[src/rtl/sru_pkg.sv]
package sru_pkg;
  typedef enum logic [2:0] {
    S_IDLE, S_LOAD, S_HOLD, S_UNLOAD, S_DONE
  } sru_state_e;

  typedef enum logic [1:0] {
    PAT_ZERO = 2'b00,
    PAT_ONE  = 2'b01,
    PAT_ALT  = 2'b10,
    PAT_ALTN = 2'b11
  } sru_pat_e;

  // Stream bit for position whose LSB is idx_lsb
  function automatic logic sru_pat_bit(input logic [1:0] code, input logic idx_lsb);
    case (code)
      PAT_ZERO: return 1'b0;
      PAT_ONE:  return 1'b1;
      PAT_ALT:  return idx_lsb;
      default:  return ~idx_lsb;
    endcase
  endfunction
endpackage

[src/rtl/sru_patgen.sv]
module sru_patgen
  import sru_pkg::*;
#(
  parameter int IDX_W = 12
) (
  input  logic [1:0]       code,
  input  logic [IDX_W-1:0] idx,
  output logic             bit_o
);
  always_comb bit_o = sru_pat_bit(code, idx[0]);
endmodule

[src/rtl/sru_ctrl.sv]
module sru_ctrl
  import sru_pkg::*;
#(
  parameter int CHAIN_LEN = 4096,
  localparam int IDX_W = (CHAIN_LEN > 1) ? $clog2(CHAIN_LEN) : 1
) (
  input  logic             clk,
  input  logic             rst_n,
  input  logic             start,
  input  logic             release_hold,
  input  logic [1:0]       cfg_pattern,
  input  logic             cfg_park_level,
  output sru_state_e       state,
  output logic [IDX_W-1:0] idx,
  output logic [1:0]       pat_q,
  output logic             park_q,
  output logic             accept_start,
  output logic             in_load,
  output logic             in_hold,
  output logic             in_unload
);
  localparam logic [IDX_W-1:0] LAST = IDX_W'(CHAIN_LEN - 1);

  logic at_last;

  always_comb begin
    at_last      = (idx == LAST);
    accept_start = start && (state == S_IDLE || state == S_DONE);
    in_load      = (state == S_LOAD);
    in_hold      = (state == S_HOLD);
    in_unload    = (state == S_UNLOAD);
  end

  always_ff @(posedge clk or negedge rst_n) begin
    if (!rst_n) begin
      state  <= S_IDLE;
      idx    <= '0;
      pat_q  <= 2'b00;
      park_q <= 1'b0;
    end else begin
      if (accept_start) begin
        state  <= S_LOAD;
        idx    <= '0;
        pat_q  <= cfg_pattern;
        park_q <= cfg_park_level;
      end else begin
        case (state)
          S_LOAD: begin
            idx <= at_last ? '0 : idx + 1'b1;
            if (at_last) state <= S_HOLD;
          end
          S_HOLD: if (release_hold) state <= S_UNLOAD;
          S_UNLOAD: begin
            idx <= at_last ? '0 : idx + 1'b1;
            if (at_last) state <= S_DONE;
          end
          default: ;
        endcase
      end
    end
  end


  load_len_chk: assert property (@(posedge clk) disable iff (!rst_n)
    $rose(in_hold) |-> ($past(idx) == LAST && $past(in_load)));


  hold_keep_chk: assert property (@(posedge clk) disable iff (!rst_n)
    (in_hold && !release_hold) |=> in_hold);


  park_stable_chk: assert property (@(posedge clk) disable iff (!rst_n)
    (state != S_IDLE && state != S_DONE && $past(state != S_IDLE && state != S_DONE))
      |-> ($stable(park_q) && $stable(pat_q)));
endmodule

[src/rtl/sru_checker.sv]
module sru_checker #(
  parameter int CHAIN_LEN = 4096,
  localparam int IDX_W = (CHAIN_LEN > 1) ? $clog2(CHAIN_LEN) : 1,
  localparam int CNT_W = $clog2(CHAIN_LEN + 1)
) (
  input  logic             clk,
  input  logic             rst_n,
  input  logic             clr,
  input  logic             cmp_en,
  input  logic [IDX_W-1:0] idx,
  input  logic             got_bit,
  input  logic             exp_bit,
  output logic [CNT_W-1:0] err_count,
  output logic [IDX_W-1:0] first_idx,
  output logic             first_valid
);
  localparam logic [CNT_W-1:0] CNT_MAX = {CNT_W{1'b1}};

  logic mismatch;
  always_comb mismatch = cmp_en && (got_bit != exp_bit);

  always_ff @(posedge clk or negedge rst_n) begin
    if (!rst_n) begin
      err_count   <= '0;
      first_idx   <= '0;
      first_valid <= 1'b0;
    end else if (clr) begin
      err_count   <= '0;
      first_idx   <= '0;
      first_valid <= 1'b0;
    end else if (mismatch) begin
      if (err_count != CNT_MAX) err_count <= err_count + 1'b1;
      if (!first_valid) begin
        first_idx   <= idx;
        first_valid <= 1'b1;
      end
    end
  end


  err_mono_chk: assert property (@(posedge clk) disable iff (!rst_n)
    !clr |=> (err_count >= $past(err_count)));


  first_flag_chk: assert property (@(posedge clk) disable iff (!rst_n)
    $rose(first_valid) |-> (err_count == CNT_W'(1)));
endmodule

[src/rtl/sr_upset_seq.sv]
module sr_upset_seq
  import sru_pkg::*;
#(
  parameter int CHAIN_LEN = 4096,
  localparam int IDX_W = (CHAIN_LEN > 1) ? $clog2(CHAIN_LEN) : 1,
  localparam int CNT_W = $clog2(CHAIN_LEN + 1)
) (
  input  logic             clk,
  input  logic             rst_n,
  input  logic             start,
  input  logic             release_hold,
  input  logic [1:0]       cfg_pattern,
  input  logic             cfg_park_level,
  output logic             chain_si,
  input  logic             chain_so,
  output logic             chain_clk_en,
  output logic             chain_clk_park,
  output logic             done,
  output logic [CNT_W-1:0] err_count,
  output logic [IDX_W-1:0] first_err_idx,
  output logic             first_err_valid
);
  sru_state_e       state;
  logic [IDX_W-1:0] idx;
  logic [1:0]       pat_q;
  logic             park_q, accept_start, in_load, in_hold, in_unload;
  logic             pat_bit;

  sru_ctrl #(.CHAIN_LEN(CHAIN_LEN)) ctrl_i (
    .clk(clk), .rst_n(rst_n), .start(start), .release_hold(release_hold),
    .cfg_pattern(cfg_pattern), .cfg_park_level(cfg_park_level),
    .state(state), .idx(idx), .pat_q(pat_q), .park_q(park_q),
    .accept_start(accept_start), .in_load(in_load), .in_hold(in_hold),
    .in_unload(in_unload)
  );

  sru_patgen #(.IDX_W(IDX_W)) patgen_i (
    .code(pat_q), .idx(idx), .bit_o(pat_bit)
  );

  sru_checker #(.CHAIN_LEN(CHAIN_LEN)) chk_i (
    .clk(clk), .rst_n(rst_n), .clr(accept_start), .cmp_en(in_unload),
    .idx(idx), .got_bit(chain_so), .exp_bit(pat_bit),
    .err_count(err_count), .first_idx(first_err_idx),
    .first_valid(first_err_valid)
  );

  always_comb begin
    chain_si       = in_load & pat_bit;
    chain_clk_en   = in_load | in_unload;
    chain_clk_park = park_q;
    done           = (state == S_DONE);
  end


  done_quiet_chk: assert property (@(posedge clk) disable iff (!rst_n)
    done |-> !chain_clk_en);


  hold_still_chk: assert property (@(posedge clk) disable iff (!rst_n)
    (in_hold && $past(in_hold)) |-> !chain_clk_en);
endmodule

[config.mk]
export PLATFORM = sky130hd
export DESIGN_NAME = sr_upset_seq
export DESIGN_NICKNAME = d
export VERILOG_FILES = /design/src/rtl/sru_pkg.sv /design/src/rtl/sru_patgen.sv /design/src/rtl/sru_ctrl.sv /design/src/rtl/sru_checker.sv /design/src/rtl/sr_upset_seq.sv
export SDC_FILE = /design/constraint.sdc
export NUM_CORES = 1
export LEC_CHECK = 0
export BUFFER_PORTS_ARGS = -buffer_cell sky130_fd_sc_hd__clkbuf_2
export CORE_ASPECT_RATIO = 0.75
export CORE_UTILIZATION = 55
export CTS_BUF_LIST = sky130_fd_sc_hd__clkbuf_8
export DETAILED_ROUTE_END_ITERATION = 8
export PLACE_DENSITY = 0.78
export SLEW_MARGIN = 20
export SYNTH_ARGS = -nofsm -noshare
export SYNTH_HDL_FRONTEND = slang
export SYNTH_SLANG_ARGS = --single-unit
[constraint.sdc]
create_clock -name clk -period 2.3 [get_ports clk]
set_input_delay 0.345 -clock clk [delete_from_list [all_inputs] [get_ports clk]]
set_output_delay 0.345 -clock clk [all_outputs]
set_load 0.01 [all_outputs]
==> flow_metrics.tcl, run 1 <==
set metrics [dict create \
    area_growth_pct 16.1 \
    cts_setup_buffers 0 \
    pwr-share-seq 0.523 \
    post-place-ws_ns 0.448 \
    cp_top_family "simple AND/OR/NAND/NOR gates" \
    relSlewSlack 0.653 \
    gp_routability_congestion 0.905 \
    switching_share 0.273 \
    cts_num_sinks 44 \
    vias 1792 \
    status "completed" \
    p_per_area_nw_per_um2 712 \
    p_comb_frac 0.145 \
    drt_iter0_drc 144 \
    holdWs_ns 0.238 \
    cts-buffers-inserted 5 \
    yosys_most_used_dff "dfrtp_1" \
    cp-end-kind "register" \
    setup_viol 0 \
    cts.path.max_buffers 2 \
    clk_latency_ns 0.29 \
    num_antenna_cells 0 \
    grt_max_degree 28 \
    min-delay-path-class "input pin to register" \
    routed_wl_mm 4.48 \
    overflow 0 \
    drive_gt1_frac 0.229 \
    die_area_um2 4330 \
    hold_viol 0 \
    fin_util 0.687 \
    synth.net_count 243 \
    p_switching_uw 505 \
    drc 0 \
    grt.total_usage 0.238 \
    via_per_inst 5.48 \
    die_h_um 57.2 \
    crit_required_ns 2.51 \
    ys_seq_area_frac 0.492 \
    crit_arrival_ns 2.07 \
    root_buffer "clkbuf_8" \
    grt_pass1_wl_mm 7.60 \
    min_period_ns 1.86 \
    cap_viol_max_count 0 \
    syn_area_um2 2240 \
    wl_per_cell_um 13.7 \
    nNetsFinal 284 \
    cell_internal_pwr_mw 1.34 \
    synth_warnings 0 \
    antenna_found_initial 0 \
    die_w_um 75.6 \
    ant_nets 0 \
    firstDrtPassIters 5 \
    grt_pass1_vias 1603 \
    cts.reportedPaths.clkPinSlew_ns 0.08 \
    peakVddDrop_uv 515 \
    worst-path-max-fanout 7 \
    critPathLaunchType "register" \
    path_buf_inv 0 \
    tns_ns 0 \
    syn-instance-count 233 \
    slew_violations 0 \
    crit_slowest_cell "nor4_2" \
    post-route-period-util 0.807 \
    p_leak_nw 1.23 \
    async_flop_share 1.00 \
    dp_hpwl_mm 3.25 \
    rows 19 \
    synth-seq-cells 44 \
    ys_types 44 \
    pwr-share-clk 0.333 \
    portBuffers 37 \
    crit_path_cell_trace "ha_1, nand3_1, nor4_2, nor3_4, nand2_1, mux2i_1" \
    layout_commonest_cell "nand2_1" \
    final_cell_mix "nand2_1 (52), dfrtp_1 (44), clkbuf_2 (37)" \
    max_stage_delay_ns 0.53 \
    fmax_mhz 538 \
    start_util 0.592 \
    core_um2 3780 \
    tightestPinTransition_ns 0.516 \
    htree_num_levels 2 \
    rsz0062_at_grt "no" \
    synth_edf_count 0 \
    layout_setup_ws_ns 0.443 \
    syn_area_per_cell_um2 9.60 \
    clock-skew-final_ns 0.00436 \
    cts_tree "yes" \
    path_class "register to register" \
    pin_count 38 \
]
==> worst paths after layout <==
| path | depth (start not counted) | to | slack, ns | from |
|---|---|---|---|---|
| max | 6 | chk_i.err_count[2]$_DFFE_PN0P_ | 0.44 | chk_i.err_count[0]$_DFFE_PN0P_ |
| min | 3 | ctrl_i.pat_q[1]$_DFFE_PN0N_ | 0.24 | cfg_pattern[1] |
| min in group asynchronous | 2 | chk_i.first_idx[5]$_DFFE_PN0P_ | 0.53 | rst_n |
| max in group asynchronous | 3 | chk_i.first_valid$_DFFE_PN0P_ | 1.06 | rst_n |
| max reg2reg | 6 | chk_i.err_count[2]$_DFFE_PN0P_ | 0.44 | chk_i.err_count[0]$_DFFE_PN0P_ |
| min reg2reg | 2 | ctrl_i.park_q$_DFFE_PN0N_ | 0.50 | ctrl_i.park_q$_DFFE_PN0N_ |
==> stage by stage <==
step	instance area, um^2	power (mW)	cells
detailed placement	2460	1.25	318
global placement	2460	1.24	318
finish	2600	1.85	327
CTS	2600	1.86	327
global route	2600	1.95	327
floorplan	2240	1.16	233
==> cell families after synthesis <==
group	synth area share
AO/OA/AOI/OAI	0.109
XOR/XNOR	0.0537
adder cells (fa/ha/maj)	0.0112
buffers and inverters	0.0419
flip-flops	0.492
multiplexers	0.0179
AND/OR/NAND/NOR	0.275
==> worst reg2reg max path: cells and delay by family, from the launching register on <==
kind / cells / cell delay, ns
simple gates: 4 / 0.94
flops: 1 / 0.42
mux: 1 / 0.22
fa+ha+maj: 1 / 0.21
==> area by class of cell <==
cell class / count / area [um^2]
fillers: 296 / 1180
flip-flops and latches: 44 / 1100
multi-input cells: 170 / 1040
repair buffers: 42 / 225
clock buffers: 6 / 82.6
well taps: 52 / 65.1
inverters: 11 / 41.3
clock inverters: 2 / 38.8
==> cell usage after synthesis, types with 2 or more instances <==
cell,number,share of area
xnor2_1,11,0.043
and3_1,2,0.0056
a21oi_1,9,0.020
a31o_1,2,0.0078
mux2i_1,4,0.018
nor3_1,6,0.013
o21ai_0,6,0.013
nand3_1,4,0.0089
a41o_1,2,0.0089
nor2_1,20,0.034
buf_2,4,0.0089
nor3_4,2,0.015
and4_1,2,0.0078
ha_1,2,0.011
nand2b_1,2,0.0056
inv_1,10,0.017
clkbuf_1,2,0.0034
nand4_1,10,0.028
nand2_1,52,0.087
o21ai_1,10,0.022
dfrtp_1,44,0.49
and2_1,2,0.0056
a31oi_1,2,0.0056
nor4b_4,2,0.021
o31ai_1,2,0.0067
==> sequential cells by signal (all words and copies together) (netlist names) <==
register / count
ctrl_i.park_q: 1
ctrl_i.state: 3
ctrl_i.idx: 12
chk_i.first_idx: 12
chk_i.first_valid: 1
ctrl_i.pat_q: 2
chk_i.err_count: 13
==> power by group through the flow <==
stage                     sequential, mW  combinational (mW)  clock, mW
after floorplan                    0.954               0.205          0
after global placement             0.979               0.264          0
after detailed placement           0.978               0.269          0
after CTS                          0.963               0.272      0.628
after global routing               0.979               0.310      0.658
final                              0.965               0.267      0.615
==> layer usage <==
metal | vias up | GRT usage | part of all wire | wire, um
met5 | - | 0 | 0 | 0
met3 | 4 | 0.0530 | 0.049 | 220
li1 | 890 | - | - | -
met4 | 0 | 0.0767 | 0.0060 | 27
met1 | 842 | 0.368 | 0.51 | 2270
met2 | 56 | 0.332 | 0.44 | 1960
==> repair_timing <==
action,in CTS,in global routing
resized for setup,0,0
hold buffers,1,0
endpoints found under the hold margin,15,0
(Power assumes the default switching activity.)
==> inputs of run 2 (changes only) <==
- clock period: 2.3 -> 1.77 ns (I/O delays scaled with it)
==> run 2 against run 1 <==
Core utilization increased by 2.9 points. Clock power up 19%. Count of clock-buffer cells in the layout is 1 lower. Global-route usage up 1.1 points. Non-clock buffer count is 12 higher. Power up 28%. First-iteration DRC count rose by 9.7%. Routed wire length is 6.9% higher. Largest cell class unchanged. Largest power group unchanged. Highest routed layer unchanged.
==> flow_metrics.tcl, run 2 (synthesized netlist as in run 1, its figures left out) <==
set metrics [dict create \
    design_area_um2 2710 \
    postCtsHoldBufs 0 \
    rows 19 \
    die_area_um2 4330 \
    antenna_found_initial 0 \
    relSlewSlack 0.635 \
    routed_wl_mm 4.79 \
    rr_worst_depth 5 \
    regMostFlops "chk_i.err_count" \
    via_per_inst 5.61 \
    num-fill-cells 285 \
    start_util 0.592 \
    peakVddDrop_uv 600 \
    min_period_ns 1.74 \
    critPathLaunchType "register" \
    die_h_um 57.2 \
    drc 0 \
    crit_arrival_ns 1.92 \
    multi_input_area_um2 1060 \
    rsz0062_at_grt "yes" \
    worst-path-max-fanout 6 \
    core_um2 3780 \
    register_area_um2 1100 \
    p_leak_nw 1.32 \
    fin_util 0.716 \
    grt_pass1_vias 1719 \
    clock-skew-final_ns 0.00967 \
    die_w_um 75.6 \
    fmax_mhz 576 \
    cts-buffers-inserted 5 \
    p_per_area_nw_per_um2 875 \
    post-route-period-util 0.980 \
    crit_path_cell_trace "xnor3_2, nor3_4, buf_4, xnor2_1, nor2_1" \
    ant_nets 0 \
    layout_commonest_cell "nand2_1" \
    overflow 0 \
    vias 1890 \
    p_total_mw 2.37 \
    grt.total_usage 0.249 \
    rrSetupSlack_ns 0.03 \
    clk_latency_ns 0.30 \
    wl_per_cell_um 14.2 \
    final_cells 337 \
    dp_hpwl_mm 3.34 \
    portBuffers 37 \
    pin_count 38 \
    drive_gt1_frac 0.263 \
    grt_pass1_wl_mm 7.94 \
    firstDrtPassIters 4 \
    top_regs "chk_i.err_count x13, chk_i.first_idx x12, ctrl_i.idx x12" \
    num_antenna_cells 0 \
    reg2reg_from "ctrl_i.pat_q[0]$_DFFE_PN0N_" \
    area_growth_pct 21.0 \
    slew_violations 0 \
    cts_num_sinks 44 \
    htree_num_levels 2 \
    placed_area_um2 2560 \
    cts.reportedPaths.clkPinSlew_ns 0.08 \
    cts.path.max_buffers 2 \
    drt_iter0_drc 158 \
    largest_reg_flops 13 \
    final_cell_mix "nand2_1 (52), dfrtp_1 (44), clkbuf_2 (37)" \
    grt_max_degree 45 \
    reg2reg_to "chk_i.err_count[0]$_DFFE_PN0P_" \
    max_stage_delay_ns 0.57 \
    hold_viol 0 \
    crit_required_ns 1.96 \
    dp.cells 327 \
    gp_routability_congestion 0.862 \
    path_class "register to register" \
    min-delay-path-class "input pin to async pin" \
    root_buffer "clkbuf_8" \
    setup_viol 0 \
    tightestPinTransition_ns 0.548 \
    crit_slowest_cell "xnor3_2" \
    status "completed" \
    cts_tree "yes" \
    cap_viol_max_count 0 \
    cp-end-kind "register" \
    nNetsFinal 296 \
]
-- run 2: how the worst max path moves through the flow --
stage	startpoint	end	slack, ns	cells past startpoint
after global routing	chk_i.err_count[9]$_DFFE_PN0P_	chk_i.err_count[11]$_DFFE_PN0P_	-0.08	5
after floorplan	chk_i.err_count[0]$_DFFE_PN0P_	chk_i.err_count[3]$_DFFE_PN0P_	0.05	6
final	ctrl_i.pat_q[0]$_DFFE_PN0N_	chk_i.err_count[0]$_DFFE_PN0P_	0.03	5
after global placement	ctrl_i.pat_q[0]$_DFFE_PN0N_	chk_i.err_count[5]$_DFFE_PN0P_	0.08	4
after detailed placement	chk_i.err_count[0]$_DFFE_PN0P_	chk_i.err_count[3]$_DFFE_PN0P_	0.01	6
after CTS	ctrl_i.pat_q[0]$_DFFE_PN0N_	chk_i.err_count[10]$_DFFE_PN0P_	0.02	4
-- run 2: area by class of cell --
type                    instances  share of cell area
multi-input cells             170               0.393
well taps                      52              0.0240
clock inverters                 1              0.0111
flip-flops and latches         44               0.407
clock buffers                   5              0.0254
inverters                      11              0.0153
repair buffers                 54               0.125
-- run 2: timing repair --
action	in CTS	in global routing
setup buffers	0	4
endpoints found under the setup margin	2	8
pin swaps	0	3
gates resized for setup	1	2
-- run 2: worst max-delay path: cells and delay by family (launching register included) --
family                 cells  cell delay [ns]
XOR/XNOR                   2             0.69
flip-flops                 1             0.38
buffers and inverters      1             0.17
AND/OR/NAND/NOR            2             0.39
-- run 2: layer usage --
layer | part of all wire | routed length (um) | global-route usage | vias to the layer above
li1 | - | - | - | 908
met1 | 0.48 | 2320 | 0.371 | 900
met2 | 0.44 | 2090 | 0.361 | 71
met3 | 0.066 | 318 | 0.0565 | 11
met4 | 0.014 | 68 | 0.0820 | 0
met5 | 0 | 0 | 0 | -
-- run 2: through the flow --
stage | setup TNS (ns) | hold WS [ns] | setup WS, ns
after floorplan | 0 | -0.0301 | 0.0460
after CTS | 0 | 0.0631 | 0.0227
after global placement | 0 | 0.381 | 0.0774
after detailed placement | 0 | 0.374 | 0.0140
after global routing | -0.207 | 0.0975 | -0.0813
final | 0 | 0.0337 | 0.0349
-- run 2: power by group --
| group | total (mW) | internal, mW | switching, mW |
|---|---|---|---|
| Combinational | 0.404 | 0.197 | 0.207 |
| Sequential | 1.23 | 1.11 | 0.119 |
| Clock | 0.731 | 0.405 | 0.326 |
==> inputs of run 3 (changes only) <==
- SETUP_SLACK_MARGIN: unset -> 0.5
==> run 3 against run 2 <==
The run now ends with negative setup slack left. Routed wire length grew 54%. Core utilization up 18 points. Maximum frequency shrank 6.3%. Clock power is 7.5% higher.
==> flow_metrics.tcl, run 3 (synthesized netlist as in run 1, its figures left out) <==
set metrics [dict create \
    status "complete, but fails checks" \
    violations "negative setup slack" \
    p_leak_nw 1.62 \
    portBuffers 37 \
    peakVddDrop_uv 1140 \
    routed_wl_mm 7.38 \
    hold_viol 0 \
    reg2reg_to "chk_i.err_count[5]$_DFFE_PN0P_" \
    grt_util_met2 0.497 \
    setup_viol 4 \
    min_period_ns 1.85 \
    gp_routability_congestion 0.877 \
    die_area_um2 4330 \
    grtUsageMet1 0.442 \
    root_buffer "clkbuf_8" \
    htree_num_levels 2 \
    cts.reportedPaths.clkPinSlew_ns 0.09 \
    cts-buffers-inserted 5 \
    clock-skew-final_ns 0.00444 \
    relSlewSlack 0.603 \
    reg2reg_from "ctrl_i.idx[0]$_DFFE_PN0P_" \
    rsz0062_at_grt "yes" \
    cap_viol_max_count 0 \
    core_um2 3780 \
    worst-path-max-fanout 6 \
    slew_violations 0 \
    firstDrtPassIters 5 \
    grt_use_met3 0.0618 \
    post-place-ws_ns 0.0352 \
    clk_latency_ns 0.31 \
    dp_hpwl_mm 3.44 \
    die_w_um 75.6 \
    crit_required_ns 1.97 \
    grt_pass1_vias 2069 \
    via_per_inst 6.10 \
    busiest_layer "met2" \
    critPathLaunchType "register" \
    num_antenna_cells 0 \
    grt_max_degree 25 \
    path_class "register to register" \
    whs_endpoint "ctrl_i.park_q$_DFFE_PN0N_" \
    placed_area_um2 2600 \
    grt_pass1_wl_mm 10.0 \
    antenna_found_initial 0 \
    overflow 0 \
    ant_nets 0 \
    design_area_um2 3380 \
    drc 0 \
    drt_iter0_drc 261 \
    regMostFlops "chk_i.err_count" \
    cts_tree "yes" \
    cts_num_sinks 44 \
    worstHoldPathCells 3 \
    tightestPinTransition_ns 0.596 \
    pin_count 38 \
    drive_gt1_frac 0.486 \
    p_per_area_nw_per_um2 805 \
    vias 2289 \
    wl_per_cell_um 19.7 \
    grt.total_usage 0.318 \
    crit_arrival_ns 2.05 \
    hp-start "cfg_park_level" \
    area_growth_pct 51.0 \
    top_regs "chk_i.err_count x13, chk_i.first_idx x12, ctrl_i.idx x12" \
    post-route-period-util 1.05 \
    fmax_mhz 540 \
    start_util 0.592 \
    rows 19 \
    nNetsFinal 332 \
    die_h_um 57.2 \
    cts.path.max_buffers 2 \
    layout_setup_ws_ns -0.0815 \
    fin_util 0.893 \
    final_cell_mix "nand2_1 (45), dfrtp_1 (36), clkbuf_2 (31), buf_4 (31), buf_6 (19)" \
    rr_worst_depth 5 \
    rrSetupSlack_ns -0.08 \
    layout_commonest_cell "nand2_1" \
    largest_reg_flops 13 \
    cp-end-kind "register" \
    min-delay-path-class "input pin to register" \
]
[run 3: cell count changes in the layout (fill, tap and decap cells not counted), moves of 6 or more]
cell	change
buf_4	+16
clkbuf_2	-6
dfrtp_1	-8
dfrtp_2	+8
nand2_1	-7
nor2_1	-8
buf_6	+19
[run 3: final cells by class]
type / instances / area [um^2]
flip-flops and latches: 44 / 1110
multi-input cells: 170 / 1300
well taps: 52 / 65.1
inverters: 11 / 46.3
repair buffers: 90 / 749
clock inverters: 3 / 38.8
fillers: 156 / 403
clock buffers: 5 / 68.8
[run 3: metal layers]
| layer | vias up | part of all wire | routed length, um |
|---|---|---|---|
| li1 | 997 | - | - |
| met1 | 1097 | 0.41 | 3060 |
| met2 | 146 | 0.47 | 3450 |
| met3 | 49 | 0.072 | 534 |
| met4 | 0 | 0.046 | 342 |
| met5 | - | 0 | 0 |
[run 3: what timing repair did]
action                                  CTS  global route
endpoints found under the setup margin   48            53
buffers inserted                         24            15
pin swaps                                33            25
cloned                                    1             0
gates resized for setup                  41            45
endpoints found under the hold margin    21             0
hold buffers                              1             0
[run 3: through the flow]
step | instances | setup TNS [ns] | hold slack, ns | total power [mW]
after global placement | 326 | 0 | 0.277 | 1.62
after detailed placement | 326 | 0 | 0.289 | 1.63
after floorplan | 233 | 0 | -0.0301 | 1.51
after global routing | 375 | -0.444 | 0.164 | 2.80
final | 375 | -0.159 | 0.156 | 2.72
after CTS | 360 | 0 | 0.156 | 2.53
[run 3: worst max path at each step]
stage                                            from                             end  slack, ns  cells after the start
after floorplan             ctrl_i.idx[0]$_DFFE_PN0P_  chk_i.err_count[5]$_DFFE_PN0P_       0.13                      5
after global placement    ctrl_i.pat_q[0]$_DFFE_PN0N_  chk_i.err_count[7]$_DFFE_PN0P_       0.09                      4
after detailed placement  ctrl_i.pat_q[0]$_DFFE_PN0N_  chk_i.err_count[5]$_DFFE_PN0P_       0.04                      4
after CTS                 ctrl_i.pat_q[0]$_DFFE_PN0N_  chk_i.err_count[5]$_DFFE_PN0P_       0.11                      4
after global routing        ctrl_i.idx[0]$_DFFE_PN0P_  chk_i.err_count[7]$_DFFE_PN0P_      -0.08                      5
final                       ctrl_i.idx[0]$_DFFE_PN0P_  chk_i.err_count[5]$_DFFE_PN0P_      -0.08                      5
[run 3: power by group]
part	internal [mW]	total [mW]	leakage, nW	switching [mW]
Sequential	1.11	1.30	0.569	0.181
Combinational	0.312	0.636	0.990	0.325
Clock	0.414	0.786	0.0593	0.373
[run 3: worst max-delay path, stage by stage (launching register included)]
cell and delay (ns):
dfrtp_1 0.40, and2_4 0.17, xnor3_2 0.38, nor4b_4 0.43, a21oi_1 0.14, a31o_1 0.22
